`src/rtl/spi_fm_pkg.sv`:
```
package spi_fm_pkg;
  localparam int unsigned DIVW = 16;
  localparam logic [3:0] A_SIC  = 4'd0;
  localparam logic [3:0] A_CLK  = 4'd1;
  localparam logic [3:0] A_CMD  = 4'd2;
  localparam logic [3:0] A_TXD  = 4'd3;
  localparam logic [3:0] A_TXC  = 4'd4;
  localparam logic [3:0] A_TXS  = 4'd5;
  localparam logic [3:0] A_TXM  = 4'd6;
  localparam logic [3:0] A_RXC  = 4'd7;
  localparam logic [3:0] A_RXD  = 4'd8;
  localparam logic [3:0] A_TXSZ = 4'd9;
  localparam logic [3:0] A_RXSZ = 4'd10;

  typedef enum logic [1:0] {ENG_IDLE, ENG_SHIFT, ENG_TAIL} eng_state_e;

  typedef struct packed {
    logic cpol;
    logic cpha;
    logic lsb;
    logic use_eof;
  } spi_cfg_t;
endpackage

```
`src/rtl/spi_fm_fifo.sv`:
```
module spi_fm_fifo #(
  parameter int unsigned W     = 8,
  parameter int unsigned DEPTH = 16,
  localparam int unsigned AW   = (DEPTH > 1) ? $clog2(DEPTH) : 1,
  localparam int unsigned CW   = $clog2(DEPTH + 1)
) (
  input  logic          clk,
  input  logic          rst_n,
  input  logic          flush,
  input  logic          push,
  input  logic [W-1:0]  din,
  input  logic          pop,
  output logic [W-1:0]  dout,
  output logic [CW-1:0] count
);
  logic [W-1:0]  mem [DEPTH];
  logic [AW-1:0] wp, rp, wp_n, rp_n;
  logic [CW-1:0] cnt_n;
  logic          do_push, do_pop;

  assign do_push = push && (count != CW'(DEPTH));
  assign do_pop  = pop && (count != '0);

  function automatic logic [AW-1:0] bump(input logic [AW-1:0] p);
    return (p == AW'(DEPTH - 1)) ? '0 : p + 1'b1;
  endfunction

  always_comb begin
    wp_n  = wp;
    rp_n  = rp;
    cnt_n = count;
    if (flush) begin
      wp_n  = '0;
      rp_n  = '0;
      cnt_n = '0;
    end else begin
      if (do_push) wp_n = bump(wp);
      if (do_pop)  rp_n = bump(rp);
      if (do_push && !do_pop) cnt_n = count + 1'b1;
      if (do_pop && !do_push) cnt_n = count - 1'b1;
    end
  end

  always_ff @(posedge clk or negedge rst_n) begin
    if (!rst_n) begin
      wp    <= '0;
      rp    <= '0;
      count <= '0;
    end else begin
      wp    <= wp_n;
      rp    <= rp_n;
      count <= cnt_n;
    end
  end

  always_ff @(posedge clk) begin
    if (do_push && !flush) mem[wp] <= din;
  end

  assign dout = mem[rp];
endmodule

```
`src/rtl/spi_fm_regs.sv`:
```
module spi_fm_regs
  import spi_fm_pkg::*;
#(
  parameter int unsigned DEPTH = 16,
  parameter int unsigned DW    = 8,
  localparam int unsigned CW   = $clog2(DEPTH + 1)
) (
  input  logic            clk,
  input  logic            rst_n,
  input  logic            wr,
  input  logic            rd,
  input  logic [3:0]      addr,
  input  logic [31:0]     wdata,
  output logic [31:0]     rdata,
  output spi_cfg_t        cfg,
  output logic [DIVW-1:0] div,
  output logic            tx_en,
  output logic            rx_en,
  output logic            tx_push,
  output logic [DW:0]     tx_din,
  output logic            tx_flush,
  output logic            rx_flush,
  output logic            rx_pop,
  input  logic [CW-1:0]   rx_count,
  input  logic [CW-1:0]   tx_count,
  input  logic [DW-1:0]   rx_head,
  input  logic            busy,
  output logic            stat,
  output logic            stat_clr,
  output logic            irq
);
  logic [31:0] sic, clkw;
  logic        pend, mask;
  logic        txen_n, rxen_n, pend_n, stat_n;
  logic        we_sic, we_clk, we_cmd, we_txc, we_txm;
  logic        rx_empty, tx_empty;
  logic [10:0] size_f;

  assign size_f   = 11'(DEPTH / 4);
  assign rx_empty = (rx_count == '0);
  assign tx_empty = (tx_count == '0);

  assign we_sic   = wr && (addr == A_SIC);
  assign we_clk   = wr && (addr == A_CLK);
  assign we_cmd   = wr && (addr == A_CMD);
  assign we_txc   = wr && (addr == A_TXC);
  assign we_txm   = wr && (addr == A_TXM);
  assign stat_clr = wr && (addr == A_TXS) && wdata[0];
  assign tx_push  = wr && (addr == A_TXD) && (tx_count != CW'(DEPTH));
  assign tx_din   = {pend, wdata[DW-1:0]};
  assign rx_pop   = rd && (addr == A_RXD) && !rx_empty;
  assign rx_flush = we_cmd && wdata[0];
  assign tx_flush = we_cmd && wdata[1];

  always_comb begin
    txen_n = tx_en;
    rxen_n = rx_en;
    pend_n = pend;
    if (we_cmd) begin
      if (wdata[2]) txen_n = 1'b1;
      if (wdata[3]) txen_n = 1'b0;
      if (wdata[4]) rxen_n = 1'b1;
      if (wdata[5]) rxen_n = 1'b0;
      if (wdata[1]) pend_n = 1'b0;
    end
    if (we_txc)  pend_n = wdata[0];
    if (tx_push) pend_n = 1'b0;
    stat_n = (tx_empty && !busy) || (stat && !stat_clr);
  end

  always_ff @(posedge clk or negedge rst_n) begin
    if (!rst_n) begin
      sic   <= '0;
      clkw  <= '0;
      tx_en <= 1'b0;
      rx_en <= 1'b0;
      pend  <= 1'b0;
      mask  <= 1'b0;
      stat  <= 1'b0;
    end else begin
      if (we_sic) sic  <= wdata;
      if (we_clk) clkw <= wdata;
      if (we_txm) mask <= wdata[0];
      tx_en <= txen_n;
      rx_en <= rxen_n;
      pend  <= pend_n;
      stat  <= stat_n;
    end
  end

  assign cfg.cpol    = sic[13];
  assign cfg.cpha    = sic[12];
  assign cfg.lsb     = sic[28];
  assign cfg.use_eof = sic[11];
  assign div         = {clkw[15:8], clkw[23:16]};
  assign irq         = stat && mask;

  always_comb begin
    rdata = '0;
    case (addr)
      A_SIC:  rdata = sic;
      A_CLK:  rdata = clkw;
      A_TXS:  rdata = {31'd0, stat};
      A_TXM:  rdata = {31'd0, mask};
      A_RXC:  rdata = 32'(rx_count);
      A_RXD:  rdata = rx_empty ? '0 : 32'(rx_head);
      A_TXSZ: rdata = {21'd0, size_f};
      A_RXSZ: rdata = {21'd0, size_f};
      default: rdata = '0;
    endcase
  end
endmodule

```
`src/rtl/spi_fm_engine.sv`:
```
module spi_fm_engine
  import spi_fm_pkg::*;
#(
  parameter int unsigned DW  = 8,
  localparam int unsigned BW = $clog2(DW),
  localparam int unsigned HW = $clog2(2 * DW)
) (
  input  logic            clk,
  input  logic            rst_n,
  input  spi_cfg_t        cfg,
  input  logic [DIVW-1:0] div,
  input  logic            tx_en,
  input  logic            rx_en,
  input  logic            tx_valid,
  input  logic [DW-1:0]   tx_byte,
  input  logic            tx_eof,
  input  logic            rx_full,
  output logic            tx_pop,
  output logic            rx_push,
  output logic [DW-1:0]   rx_byte,
  input  logic            miso,
  output logic            sck,
  output logic            mosi,
  output logic            ss_n,
  output logic            busy,
  output logic            byte_done
);
  eng_state_e      st, st_n;
  logic [DIVW-1:0] tmr, tmr_n;
  logic [HW-1:0]   hc, hc_n;
  logic [BW-1:0]   bi, bi_n, pos;
  logic [DW-1:0]   txb, txb_n, rxb, rxb_n;
  logic            eof_r, eof_n, sck_r, sck_n, ss_r, ss_nx;
  logic            expire, start, odd, sample_e, shift_e;

  assign expire   = (tmr == div);
  assign start    = tx_en && tx_valid && !(rx_en && rx_full);
  assign pos      = cfg.lsb ? bi : (BW'(DW - 1) - bi);
  assign odd      = hc[0];
  assign sample_e = cfg.cpha ? odd : !odd;
  assign shift_e  = cfg.cpha ? (!odd && (hc != '0)) : (odd && (hc != HW'(2 * DW - 1)));

  always_comb begin
    st_n      = st;
    tmr_n     = tmr;
    hc_n      = hc;
    bi_n      = bi;
    txb_n     = txb;
    rxb_n     = rxb;
    eof_n     = eof_r;
    sck_n     = sck_r;
    ss_nx     = ss_r;
    tx_pop    = 1'b0;
    rx_push   = 1'b0;
    byte_done = 1'b0;
    case (st)
      ENG_IDLE: begin
        if (start) begin
          tx_pop = 1'b1;
          txb_n  = tx_byte;
          eof_n  = tx_eof;
          ss_nx  = 1'b0;
          sck_n  = cfg.cpol;
          tmr_n  = '0;
          hc_n   = '0;
          bi_n   = '0;
          st_n   = ENG_SHIFT;
        end
      end
      ENG_SHIFT: begin
        if (expire) begin
          tmr_n = '0;
          sck_n = !sck_r;
          if (sample_e) rxb_n[pos] = miso;
          if (shift_e)  bi_n = bi + 1'b1;
          if (hc == HW'(2 * DW - 1)) st_n = ENG_TAIL;
          hc_n = hc + 1'b1;
        end else begin
          tmr_n = tmr + 1'b1;
        end
      end
      ENG_TAIL: begin
        if (expire) begin
          tmr_n     = '0;
          byte_done = 1'b1;
          rx_push   = rx_en;
          if (!cfg.use_eof || eof_r) ss_nx = 1'b1;
          st_n      = ENG_IDLE;
        end else begin
          tmr_n = tmr + 1'b1;
        end
      end
      default: st_n = ENG_IDLE;
    endcase
  end

  always_ff @(posedge clk or negedge rst_n) begin
    if (!rst_n) begin
      st    <= ENG_IDLE;
      tmr   <= '0;
      hc    <= '0;
      bi    <= '0;
      txb   <= '0;
      rxb   <= '0;
      eof_r <= 1'b0;
      sck_r <= 1'b0;
      ss_r  <= 1'b1;
    end else begin
      st    <= st_n;
      tmr   <= tmr_n;
      hc    <= hc_n;
      bi    <= bi_n;
      txb   <= txb_n;
      rxb   <= rxb_n;
      eof_r <= eof_n;
      sck_r <= sck_n;
      ss_r  <= ss_nx;
    end
  end

  assign busy    = (st != ENG_IDLE);
  assign sck     = busy ? sck_r : cfg.cpol;
  assign mosi    = ss_r ? 1'b0 : txb[pos];
  assign ss_n    = ss_r;
  assign rx_byte = rxb;
endmodule

```
`src/rtl/spi_frame_master.sv`:
```
module spi_frame_master
  import spi_fm_pkg::*;
#(
  parameter int unsigned DEPTH = 16,
  parameter int unsigned DW    = 8,
  localparam int unsigned CW   = $clog2(DEPTH + 1)
) (
  input  logic        clk,
  input  logic        rst_n,
  input  logic        reg_wr,
  input  logic        reg_rd,
  input  logic [3:0]  reg_addr,
  input  logic [31:0] reg_wdata,
  output logic [31:0] reg_rdata,
  input  logic        spi_miso,
  output logic        spi_sck,
  output logic        spi_mosi,
  output logic        spi_ss_n,
  output logic        irq
);
  spi_cfg_t        cfg;
  logic [DIVW-1:0] div;
  logic            tx_en, rx_en, tx_push, tx_flush, rx_flush, rx_pop;
  logic [DW:0]     tx_din, tx_head;
  logic [DW-1:0]   rx_head, rx_byte;
  logic [CW-1:0]   tx_cnt, rx_cnt;
  logic            tx_pop, rx_push, busy, byte_done, stat, stat_clr;
  logic            tx_valid, rx_full;

  assign tx_valid = (tx_cnt != '0);
  assign rx_full  = (rx_cnt == CW'(DEPTH));

  spi_fm_regs #(.DEPTH(DEPTH), .DW(DW)) u_regs (
    .clk(clk), .rst_n(rst_n), .wr(reg_wr), .rd(reg_rd), .addr(reg_addr),
    .wdata(reg_wdata), .rdata(reg_rdata), .cfg(cfg), .div(div),
    .tx_en(tx_en), .rx_en(rx_en), .tx_push(tx_push), .tx_din(tx_din),
    .tx_flush(tx_flush), .rx_flush(rx_flush), .rx_pop(rx_pop),
    .rx_count(rx_cnt), .tx_count(tx_cnt), .rx_head(rx_head), .busy(busy),
    .stat(stat), .stat_clr(stat_clr), .irq(irq)
  );

  spi_fm_fifo #(.W(DW + 1), .DEPTH(DEPTH)) u_txq (
    .clk(clk), .rst_n(rst_n), .flush(tx_flush), .push(tx_push), .din(tx_din),
    .pop(tx_pop), .dout(tx_head), .count(tx_cnt)
  );

  spi_fm_fifo #(.W(DW), .DEPTH(DEPTH)) u_rxq (
    .clk(clk), .rst_n(rst_n), .flush(rx_flush), .push(rx_push), .din(rx_byte),
    .pop(rx_pop), .dout(rx_head), .count(rx_cnt)
  );

  spi_fm_engine #(.DW(DW)) u_eng (
    .clk(clk), .rst_n(rst_n), .cfg(cfg), .div(div), .tx_en(tx_en),
    .rx_en(rx_en), .tx_valid(tx_valid), .tx_byte(tx_head[DW-1:0]),
    .tx_eof(tx_head[DW]), .rx_full(rx_full), .tx_pop(tx_pop),
    .rx_push(rx_push), .rx_byte(rx_byte), .miso(spi_miso), .sck(spi_sck),
    .mosi(spi_mosi), .ss_n(spi_ss_n), .busy(busy), .byte_done(byte_done)
  );
endmodule

```
`config.mk`:
```
export PLATFORM = sky130hd
export DESIGN_NAME = spi_frame_master
export DESIGN_NICKNAME = d
export VERILOG_FILES = /design/src/rtl/spi_fm_pkg.sv /design/src/rtl/spi_fm_fifo.sv /design/src/rtl/spi_fm_regs.sv /design/src/rtl/spi_fm_engine.sv /design/src/rtl/spi_frame_master.sv
export SDC_FILE = /design/constraint.sdc
export NUM_CORES = 1
export LEC_CHECK = 0
export BUFFER_PORTS_ARGS = -buffer_cell sky130_fd_sc_hd__buf_2
export CAP_MARGIN = 10
export CORE_UTILIZATION = 33
export CTS_CLUSTER_DIAMETER = 80
export DETAILED_ROUTE_END_ITERATION = 8
export PLACE_DENSITY_LB_ADDON = 0.12
export SLEW_MARGIN = 5
export SYNTH_ARGS = -nofsm -noshare
export SYNTH_HDL_FRONTEND = slang
export SYNTH_SLANG_ARGS = --single-unit
```
`constraint.sdc`:
```
create_clock -name clk -period 3.5 [get_ports clk]
set_clock_uncertainty 0.2 [all_clocks]
set_input_delay 0.525 -clock clk [delete_from_list [all_inputs] [get_ports clk]]
set_output_delay 0.525 -clock clk [all_outputs]
set_load 0.01 [all_outputs]
```
* Word level (Yosys, flattened, before mapping)
Memories as Yosys holds them, arrays and structs flattened. A register that Yosys moved wholly into a read port is not among the register bits.
Index checks and enable logic that the tools add are counted.
** Storage, ports and cells
- Register bits :: 130
- Memory bits (writable) :: 272
- Bits of input ports :: 41
- Output and inout port bits :: 36
- Logic and storage cells :: 213
- Memories :: 2
** Memories
- u_txq.mem :: words 16, bits a word 9, rd ports 1, clocked after Yosys merged registers in 1, wr ports 1, RTL line spi_fm_fifo.sv:16 : logic [W-1:0] mem [DEPTH];
- u_rxq.mem :: words 16, bits a word 8, rd ports 1, clocked after Yosys merged registers in 0, wr ports 1, RTL line spi_fm_fifo.sv:16
** Operators by class
- Add/sub/neg operators :: 12
- $lt $le $gt $ge :: 2
- Equal/unequal tests :: 28
- Multiplexer cells :: 68
- Reductions and logical operators :: 81
** Operators with widths (number)
- one-hot mux 32 bit (7 select lines) :: 1
- 2-to-1 mux 4 bit :: 14
- equality test 4 bit, second input constant :: 8
- logical AND 1 bit :: 32
- 2-to-1 mux 16 bit :: 2
- one-hot mux 16 bit (2 select lines) :: 1
- 2-to-1 mux 5 bit :: 6
- 2-to-1 mux 1 bit :: 27
- adder 4 x 1 -> 4 bit, second input constant :: 5
- nonzero test 2 bit :: 10
- adder 16 x 1 -> 16 bit, second input constant :: 1
- equality test 16 bit :: 1
- equality test 4 x 3 -> 1 bit, second input constant :: 4
- logical NOT 1 bit :: 14
- 2-to-1 mux 3 bit :: 4
- != test 2 x 1 -> 1 bit, second input constant :: 6
- AND reduction 4 bit :: 3
- nonzero test 3 bit :: 4
- adder 5 x 1 -> 5 bit, second input constant :: 2
- logical NOT 5 bit :: 2
- != test 5 bit, second input constant :: 2
- AND reduction 2 bit :: 5
- nonzero test 5 bit :: 2
- subtractor 5 x 1 -> 5 bit, second input constant :: 2
- 25 further kinds :: 33

* Depth between registers and ports, before layout
Gate-level depths: netlist (run 1).
- Depth after elaboration :: 12
- Depth in mapped cells :: 15

* By module
A second synthesis (run 1) with hierarchy kept.
** Second synthesis, totals
- Cells, all modules :: 1319
- Area, all modules :: 18960.7 µm²
** By module, submodules not included
- spi_fm_fifo at u_txq :: times used 1, cells each 326, area each 6381.1 µm²
- spi_fm_fifo at u_rxq :: times used 1, cells each 364, area each 5953.2 µm²
- spi_fm_regs :: times used 1, cells each 278, area each 3523.4 µm²
- spi_fm_engine :: times used 1, cells each 346, area each 3078.0 µm²
- spi_frame_master :: times used 1, cells each 5, area each 25.0 µm²

* Worst setup path after synthesis (run 1)
No wires, ideal clock.
- Path type :: reg-to-reg
- From :: register u_txq.count[1]
- To :: register u_txq.count[4]
- Arrival time :: 2.935 ns
- Path slack :: 0.249 ns
- Stages on the path, launching flop included :: 15
- Clock period less this slack :: 3.251 ns
- Cell sequence :: dfrtp_1 > nor4_1 > nand2b_1 > and4_1 > clkbuf_1 > buf_1 > nand2_1 > inv_1 > ha_1 > nor2b_1 > o21ai_0 > nand2b_1 > and3_1 > or3_1 > o311ai_0
** Between the ends
- Word-level cells in the longest chain between the ends :: 9
- Elaborated cells on any way between the ends :: 19
** RTL lines
- from (decl) :: RTL line spi_fm_fifo.sv:14 : output logic [CW-1:0] count
- from (signal assigned) :: RTL line spi_fm_fifo.sv:52 : count <= cnt_n;
- nonzero test 5 bit :: RTL line spi_fm_fifo.sv:22, spi_frame_master.sv:30
- logical AND 1 bit (2 in series) :: RTL line spi_fm_engine.sv:37 : assign start = tx_en && tx_valid && !(rx_en && rx_full);
- 2-to-1 mux 1 bit :: RTL line spi_fm_engine.sv:58 : if (start) begin
- 2-to-1 mux 1 bit :: RTL line spi_fm_engine.sv:56 : case (st)
- logical AND 1 bit :: RTL line spi_fm_fifo.sv:22 : assign do_pop = pop && (count != '0);
- logical AND 1 bit / logical NOT 1 bit (equally long branches) :: RTL line spi_fm_fifo.sv:40, spi_fm_fifo.sv:39
- 2-to-1 mux 5 bit / logical AND 1 bit (equally long branches) :: RTL line spi_fm_fifo.sv:40, spi_fm_fifo.sv:39
- 2-to-1 mux 5 bit / nonzero test 3 bit (equally long branches)
Parallel ways exist; a longest one is shown, timed or not. The select of a mux whose other input is x is not followed.
A chain may end at the register's enable or synchronous reset.

* Worst setup path after layout (run 1)
- From :: register u_rxq.rp[0]
- To :: output reg_rdata[5]
** Between the ends
- Word-level cells in the longest chain between the ends :: 3
** RTL lines
- from (decl) :: RTL line spi_fm_fifo.sv:17 : logic [AW-1:0] wp, rp, wp_n, rp_n;
- from (signal assigned) :: RTL line spi_fm_fifo.sv:51 : rp <= rp_n;
- memory read (16 x 8 bit)
- 2-to-1 mux 8 bit :: RTL line spi_fm_regs.sv:106 : A_RXD: rdata = rx_empty ? '0 : 32'(rx_head);
- one-hot mux 32 bit (7 select lines) :: RTL line spi_fm_regs.sv:100 : case (addr)
- to (decl) :: RTL line spi_frame_master.sv:14 : output logic [31:0] reg_rdata,
No other way between the ends.

==> results of run 1 <==
[path summary, 6_finish.rpt]
path,from,end,slack [ns],cells past startpoint
max,u_rxq.rp[0],reg_rdata[5],-0.008,7
min,spi_miso,u_eng.rx_byte[6],0.09,2
min in group asynchronous,rst_n,u_regs.sic[25],0.34,2
max in group asynchronous,rst_n,u_txq.rp[0],1.93,3
min reg2reg,u_eng.eof_r,u_eng.eof_r,0.27,2
max reg2reg,u_rxq.count[0],u_rxq.count[4],0.22,10
[worst max-delay path, cell delays in order, from the launching register on]
cell and delay [ns]:
dfrtp_2 0.44, buf_12 0.17, mux4_2 0.49, nor2b_1 0.14
a211oi_1 0.24, a211oi_1 0.15, a221o_1 0.38, buf_2 0.18
[kinds of logic (layout without fill, tap and decap cells)]
group           after synthesis  after routing  synth area share
buf+inv                      84            258            0.0189
mux                         168            168             0.153
xor+xnor                     25             25            0.0122
fa+ha+maj                    22             22            0.0158
compound gates              182            182            0.0699
flops                       411            411             0.649
simple gates                283            283            0.0806
[registers in the layout, indices dropped and copies added (netlist names), 4 cells and up]
name and flops:
u_txq.rp 4, u_rxq.mem 128, u_eng.tmr 16, u_txq.count 5, u_regs.clkw 32, u_eng.rx_byte 8
u_rxq.wp 4, u_rxq.rp 4, u_txq.wp 4, u_regs.sic 32, u_txq.mem 144, u_eng.hc 4
u_rxq.count 5, u_eng.txb 8
[through the flow]
stage | power, W | setup WS [ns]
after floorplan | 0.00816 | 0.249
after global placement | 0.00912 | 0.234
after detailed placement | 0.00915 | 0.178
after CTS | 0.0141 | -0.0283
after global routing | 0.0145 | -0.0522
final | 0.0139 | -0.00818
[routing by layer]
metal | track usage | vias to the layer above | wire [µm]
met5 | 0 | - | 0
met4 | 0.0474 | 0 | 1000
met3 | 0.0229 | 67 | 1390
met2 | 0.263 | 176 | 21300
met1 | 0.224 | 5385 | 20500
li1 | - | 4860 | -
[cells in the mapped netlist, types with 4 or more instances]
| library cell | number | area (µm²) |
|---|---|---|
| o31ai_1 | 7 | 52.6 |
| a21oi_1 | 44 | 220 |
| dfrtp_1 | 138 | 3450 |
| edfxtp_1 | 272 | 8170 |
| nor2_1 | 43 | 161 |
| o21ai_0 | 35 | 175 |
| a21o_1 | 7 | 52.6 |
| a22oi_1 | 7 | 52.6 |
| nand2b_1 | 10 | 62.6 |
| nor3_1 | 21 | 105 |
| nand2_1 | 89 | 334 |
| clkbuf_1 | 39 | 146 |
| and2_1 | 13 | 81.3 |
| xnor2_1 | 19 | 166 |
| or3_1 | 9 | 56.3 |
| o221ai_1 | 7 | 61.3 |
| nor3b_1 | 7 | 52.6 |
| and4_1 | 5 | 43.8 |
| mux4_2 | 78 | 1760 |
| a211oi_1 | 8 | 60.1 |
| buf_2 | 15 | 75.1 |
| nor2b_1 | 10 | 62.6 |
| a22o_1 | 31 | 272 |
| mux2_2 | 76 | 856 |
| inv_1 | 20 | 75.1 |
| and3_1 | 17 | 106 |
| xor2_1 | 6 | 52.6 |
| nor4_1 | 5 | 31.3 |
| o22ai_1 | 4 | 25.0 |
| or4_1 | 5 | 37.5 |
| nand4_1 | 8 | 50.1 |
| ha_1 | 21 | 263 |
| buf_1 | 8 | 30.0 |
| nand3_1 | 30 | 150 |
| mux2i_1 | 14 | 140 |
| a311oi_1 | 4 | 35.0 |
[where the power goes]
part	switching, W	internal (W)	leakage (nW)
Combinational	0.00153	0.00147	2.80
Sequential	0.000494	0.00559	4.36
Clock	0.00201	0.00276	0.730
[area by class of cell]
class / instances / area (µm²)
inverters: 20 / 75.1
well taps: 696 / 871
repair buffers: 153 / 1100
clock buffers: 63 / 1300
clock inverters: 22 / 198
multi-input cells: 680 / 6010
fillers: 5016 / 32600
flip-flops and latches: 411 / 11700
[what timing repair did]
action	CTS	global route
endpoints found under the setup margin	5	6
hold buffers	25	0
gates cloned	1	0
endpoints found under the hold margin	115	0
resized for setup	11	1
buffers inserted	1	2
==> metrics, run 1 <==
area delta synth->final 18.2%; Routability Congestion around 0.76; io pins 77; Die X 235 µm; Starting Density 0.333; Port Buf Inserts 76; fin crit share 1.00; Syn Inst Count 1,175; worst slew pin tran slightly above 0.7 ns; Via-to-Cell Ratio 5.13; largest net degree at the start of global routing 71; total die area 55,300 µm²; DRT antenna net count 0; Skew-Pair Late Insertion Delay around 0.6 ns; number of global-route vias before repair 10,600; Req. time, crit path 2.77 ns; Max-Cap Viols 0; count of different cell masters after synthesis 62; Final Hold Fails 0; IR drop worst, VDD between 0.3 and 0.4 mV; count of yosys warnings during synthesis 0; fin crit period roughly 3.5 ns; Top FF cell, synth edfxtp_1; post-synthesis sequential area ratio 0.649; drt wl/cell 21.6 µm; CP startpoint kind flop; sinks on the clock net 411; Reg clk slew, reported paths 0.06 ns; Power Dens Cells 654 nW/µm²; initial antenna violation count 0; Final Util 0.394; Final WS setup -0.00818 ns; core area about 54,000 µm²; Post-DP HPWL 29.7 mm; Final setup viols 1; CP Max Fanout 11; asr flop ratio synth 0.338; DIE HEIGHT ~240 µm; final wirelength 44.2 mm; post-route insts no fill approximately 2,000; Synth Register Bits 411; Worst Setup End Kind output port; total CTS buffers 47; worst hold slack between 0.09 and 0.1 ns; first-pass GRT wire length 67.7 mm; Avg Cell Area, Syn 15.3 µm²; DRC 0; Post-synth EDFFs 272; num rows 85; Design Area, Final roughly 21,000 µm²; Overflow after GRT 0; synthesized area 17,900 µm²; post-layout net count 1,376; Pre-Repair DR Iteration Count 6; failing checks negative setup slack; Slew headroom 0.530; ANT cells 0; Post-DP Area slightly below 20,000 µm²; outcome finished with violations; fmax ~0.29 GHz; commonest non-fill, non-tap cell in the layout edfxtp_1; P_leak between 7 and 8 nW; Slew Viols, Final 0; RSZ-0062 raised after global routing true; Root Buffer clkbuf_16; Longest Clk Path Bufs 3; gr usage total 0.161; layout cells sized above 1 0.276; DP Cell Count 1,932; worst min path class input port to flop; CP arrival around 2.8 ns; vias after detailed routing 10,500; Worst Setup Path Type flop to output port; H-tree depth 2; 1st-iter DRT viols 661; syn_nets 1,238; commonest non-fill, non-tap cells in the layout edfxtp_1, dfrtp_1, nand2_1, mux4_2, mux2_2; setup TNS -0.00818 ns; CTS tree built
(Power assumes the default switching activity.)
==> run 2, diff against run 1 <==
--- a/config.mk
+++ b/config.mk
@@ -15,3 +15,4 @@
 export SYNTH_ARGS = -nofsm -noshare
 export SYNTH_HDL_FRONTEND = slang
 export SYNTH_SLANG_ARGS = --single-unit
+export TNS_END_PERCENT = 20
==> metrics, run 2 (synthesis results as in run 1) <==
P_leak 7.89 nW; Critical Path, Cell by Cell bufbuf_16, mux4_2, a211oi_2, a211oi_1, a221o_1, buf_2; Power Dens Cells 653 nW/µm²; num rows 85; setup TNS -0.00560 ns; DRC 0; Starting Density 0.333; DRT antenna net count 0; largest net degree at the start of global routing 71; CTS tree built; Req. time, crit path 2.77 ns; post-layout net count 1,374; Hold Path Stages 2; fin crit share 1.00; Via-to-Cell Ratio 5.12; fmax about 0.29 GHz; largest registers ranked by flip-flop count u_txq.mem x144, u_rxq.mem x128; Slew Viols, Final 0; fill cell count about 5,000; Slew headroom 0.531; area delta synth->final 18.3%; Worst Setup End Kind output port; Reg clk slew, reported paths 0.06 ns; CP Max Fanout 11; fin crit period approximately 3.5 ns; Longest Clk Path Bufs 3; total CTS buffers 47; IR drop worst, VDD 0.360 mV; CP arrival between 2 and 3 ns; Final Hold Fails 0; core area 53,800 µm²; worst slew pin tran between 0.7 and 0.8 ns; max FFs per register 144; Final WS setup -0.00560 ns; ANT cells 0; io pins 77; number of global-route vias before repair ~11,000; Port Buf Inserts 76; worst min path class input port to flop; sinks on the clock net 411; Post-DP HPWL 29.7 mm; RSZ-0062 raised after global routing true; Reg with most FFs u_txq.mem; slowest stage delay, CP 0.51 ns; H-tree depth 2; final wirelength 44.1 mm; gr usage total 0.161; Final Util 0.394; Final setup viols 1; Overflow after GRT 0; layout cells sized above 1 0.279; Skew-Pair Late Insertion Delay 0.59 ns; outcome finished with violations; Root Buffer clkbuf_16; DIE HEIGHT 235 µm; 1st-iter DRT viols ~630; vias after detailed routing 10,500; commonest non-fill, non-tap cell in the layout edfxtp_1; Worst R2R Path Depth 10; commonest non-fill, non-tap cells in the layout edfxtp_1, dfrtp_1, nand2_1, mux4_2, mux2_2; drt wl/cell 21.6 µm; Critical Path Slowest Stage Cell mux4_2; Max-Cap Viols 0; total die area 55,300 µm²; Pre-Repair DR Iteration Count 5; Worst Setup Path Type flop to output port; CP startpoint kind flop; Routability Congestion 0.760; initial antenna violation count 0; failing checks negative setup slack; total power 0.0138 W; first-pass GRT wire length 67.7 mm; Die X 235 µm
[run 2: changes by cell type in the layout (fill, tap and decap cells not counted), moves of 2 or more]
cell	change
a211oi_2	+2
a21oi_2	+2
a211oi_1	-2
buf_4	-2
a21oi_1	-2
[run 2: what timing repair did]
action / 4_1_cts / 5_1_grt
cloned: 1 / 0
buffers inserted: 0 / 0
hold buffers: 25 / 0
endpoints found under the hold margin: 115 / 0
setup endpoints to repair: 5 / 8
gates resized for setup: 7 / 9
[run 2: through the flow]
stage	worst slack, ns	instance area, µm²	std cells	hold WS (ns)
floorplan	0.249	17900	1175	0.0294
global placement	0.234	19400	1932	0.256
detailed placement	0.178	19400	1932	0.265
CTS	-0.0745	21200	2043	0.0613
global route	-0.0862	21200	2043	0.0886
finish	-0.00560	21200	2043	0.0947
[run 2: layout make-up]
class	count	area (µm²)	share of cell area
clock buffers	63	1300	0.0611
repair buffers	151	1090	0.0514
well taps	696	871	0.0410
clock inverters	22	198	0.00932
flip-flops and latches	411	11700	0.549
multi-input cells	680	6040	0.285
inverters	20	75.1	0.00354
[run 2: power breakdown]
group	internal [W]	switching (W)	leakage [nW]	total, W
clock network	0.00276	0.00200	0.730	0.00477
registers	0.00559	0.000491	4.36	0.00609
logic	0.00148	0.00152	2.80	0.00300
[run 2: worst max-delay path, delay by kind of cell, from the launching register on]
kind / cells / cell delay (ns)
AOI/OAI and AO/OA: 3 / 0.77
muxes: 1 / 0.51
buffers and inverters: 2 / 0.49
DFF: 1 / 0.42
[run 2: final timing paths]
check | end | from | slack [ns]
min | u_eng.rx_byte[6] | spi_miso | 0.09
min in group asynchronous | u_regs.sic[25] | rst_n | 0.34
max reg2reg | u_rxq.count[4] | u_rxq.count[0] | 0.22
max | reg_rdata[7] | u_rxq.rp[0] | -0.006
max in group asynchronous | u_txq.rp[0] | rst_n | 1.94
min reg2reg | u_eng.eof_r | u_eng.eof_r | 0.27
[run 2: layer usage]
layer	track usage	routed length, µm	share of wire
met5	0	0	0
met4	0.0488	947	0.021
met3	0.0235	1590	0.036
met2	0.261	21300	0.48
met1	0.224	20300	0.46
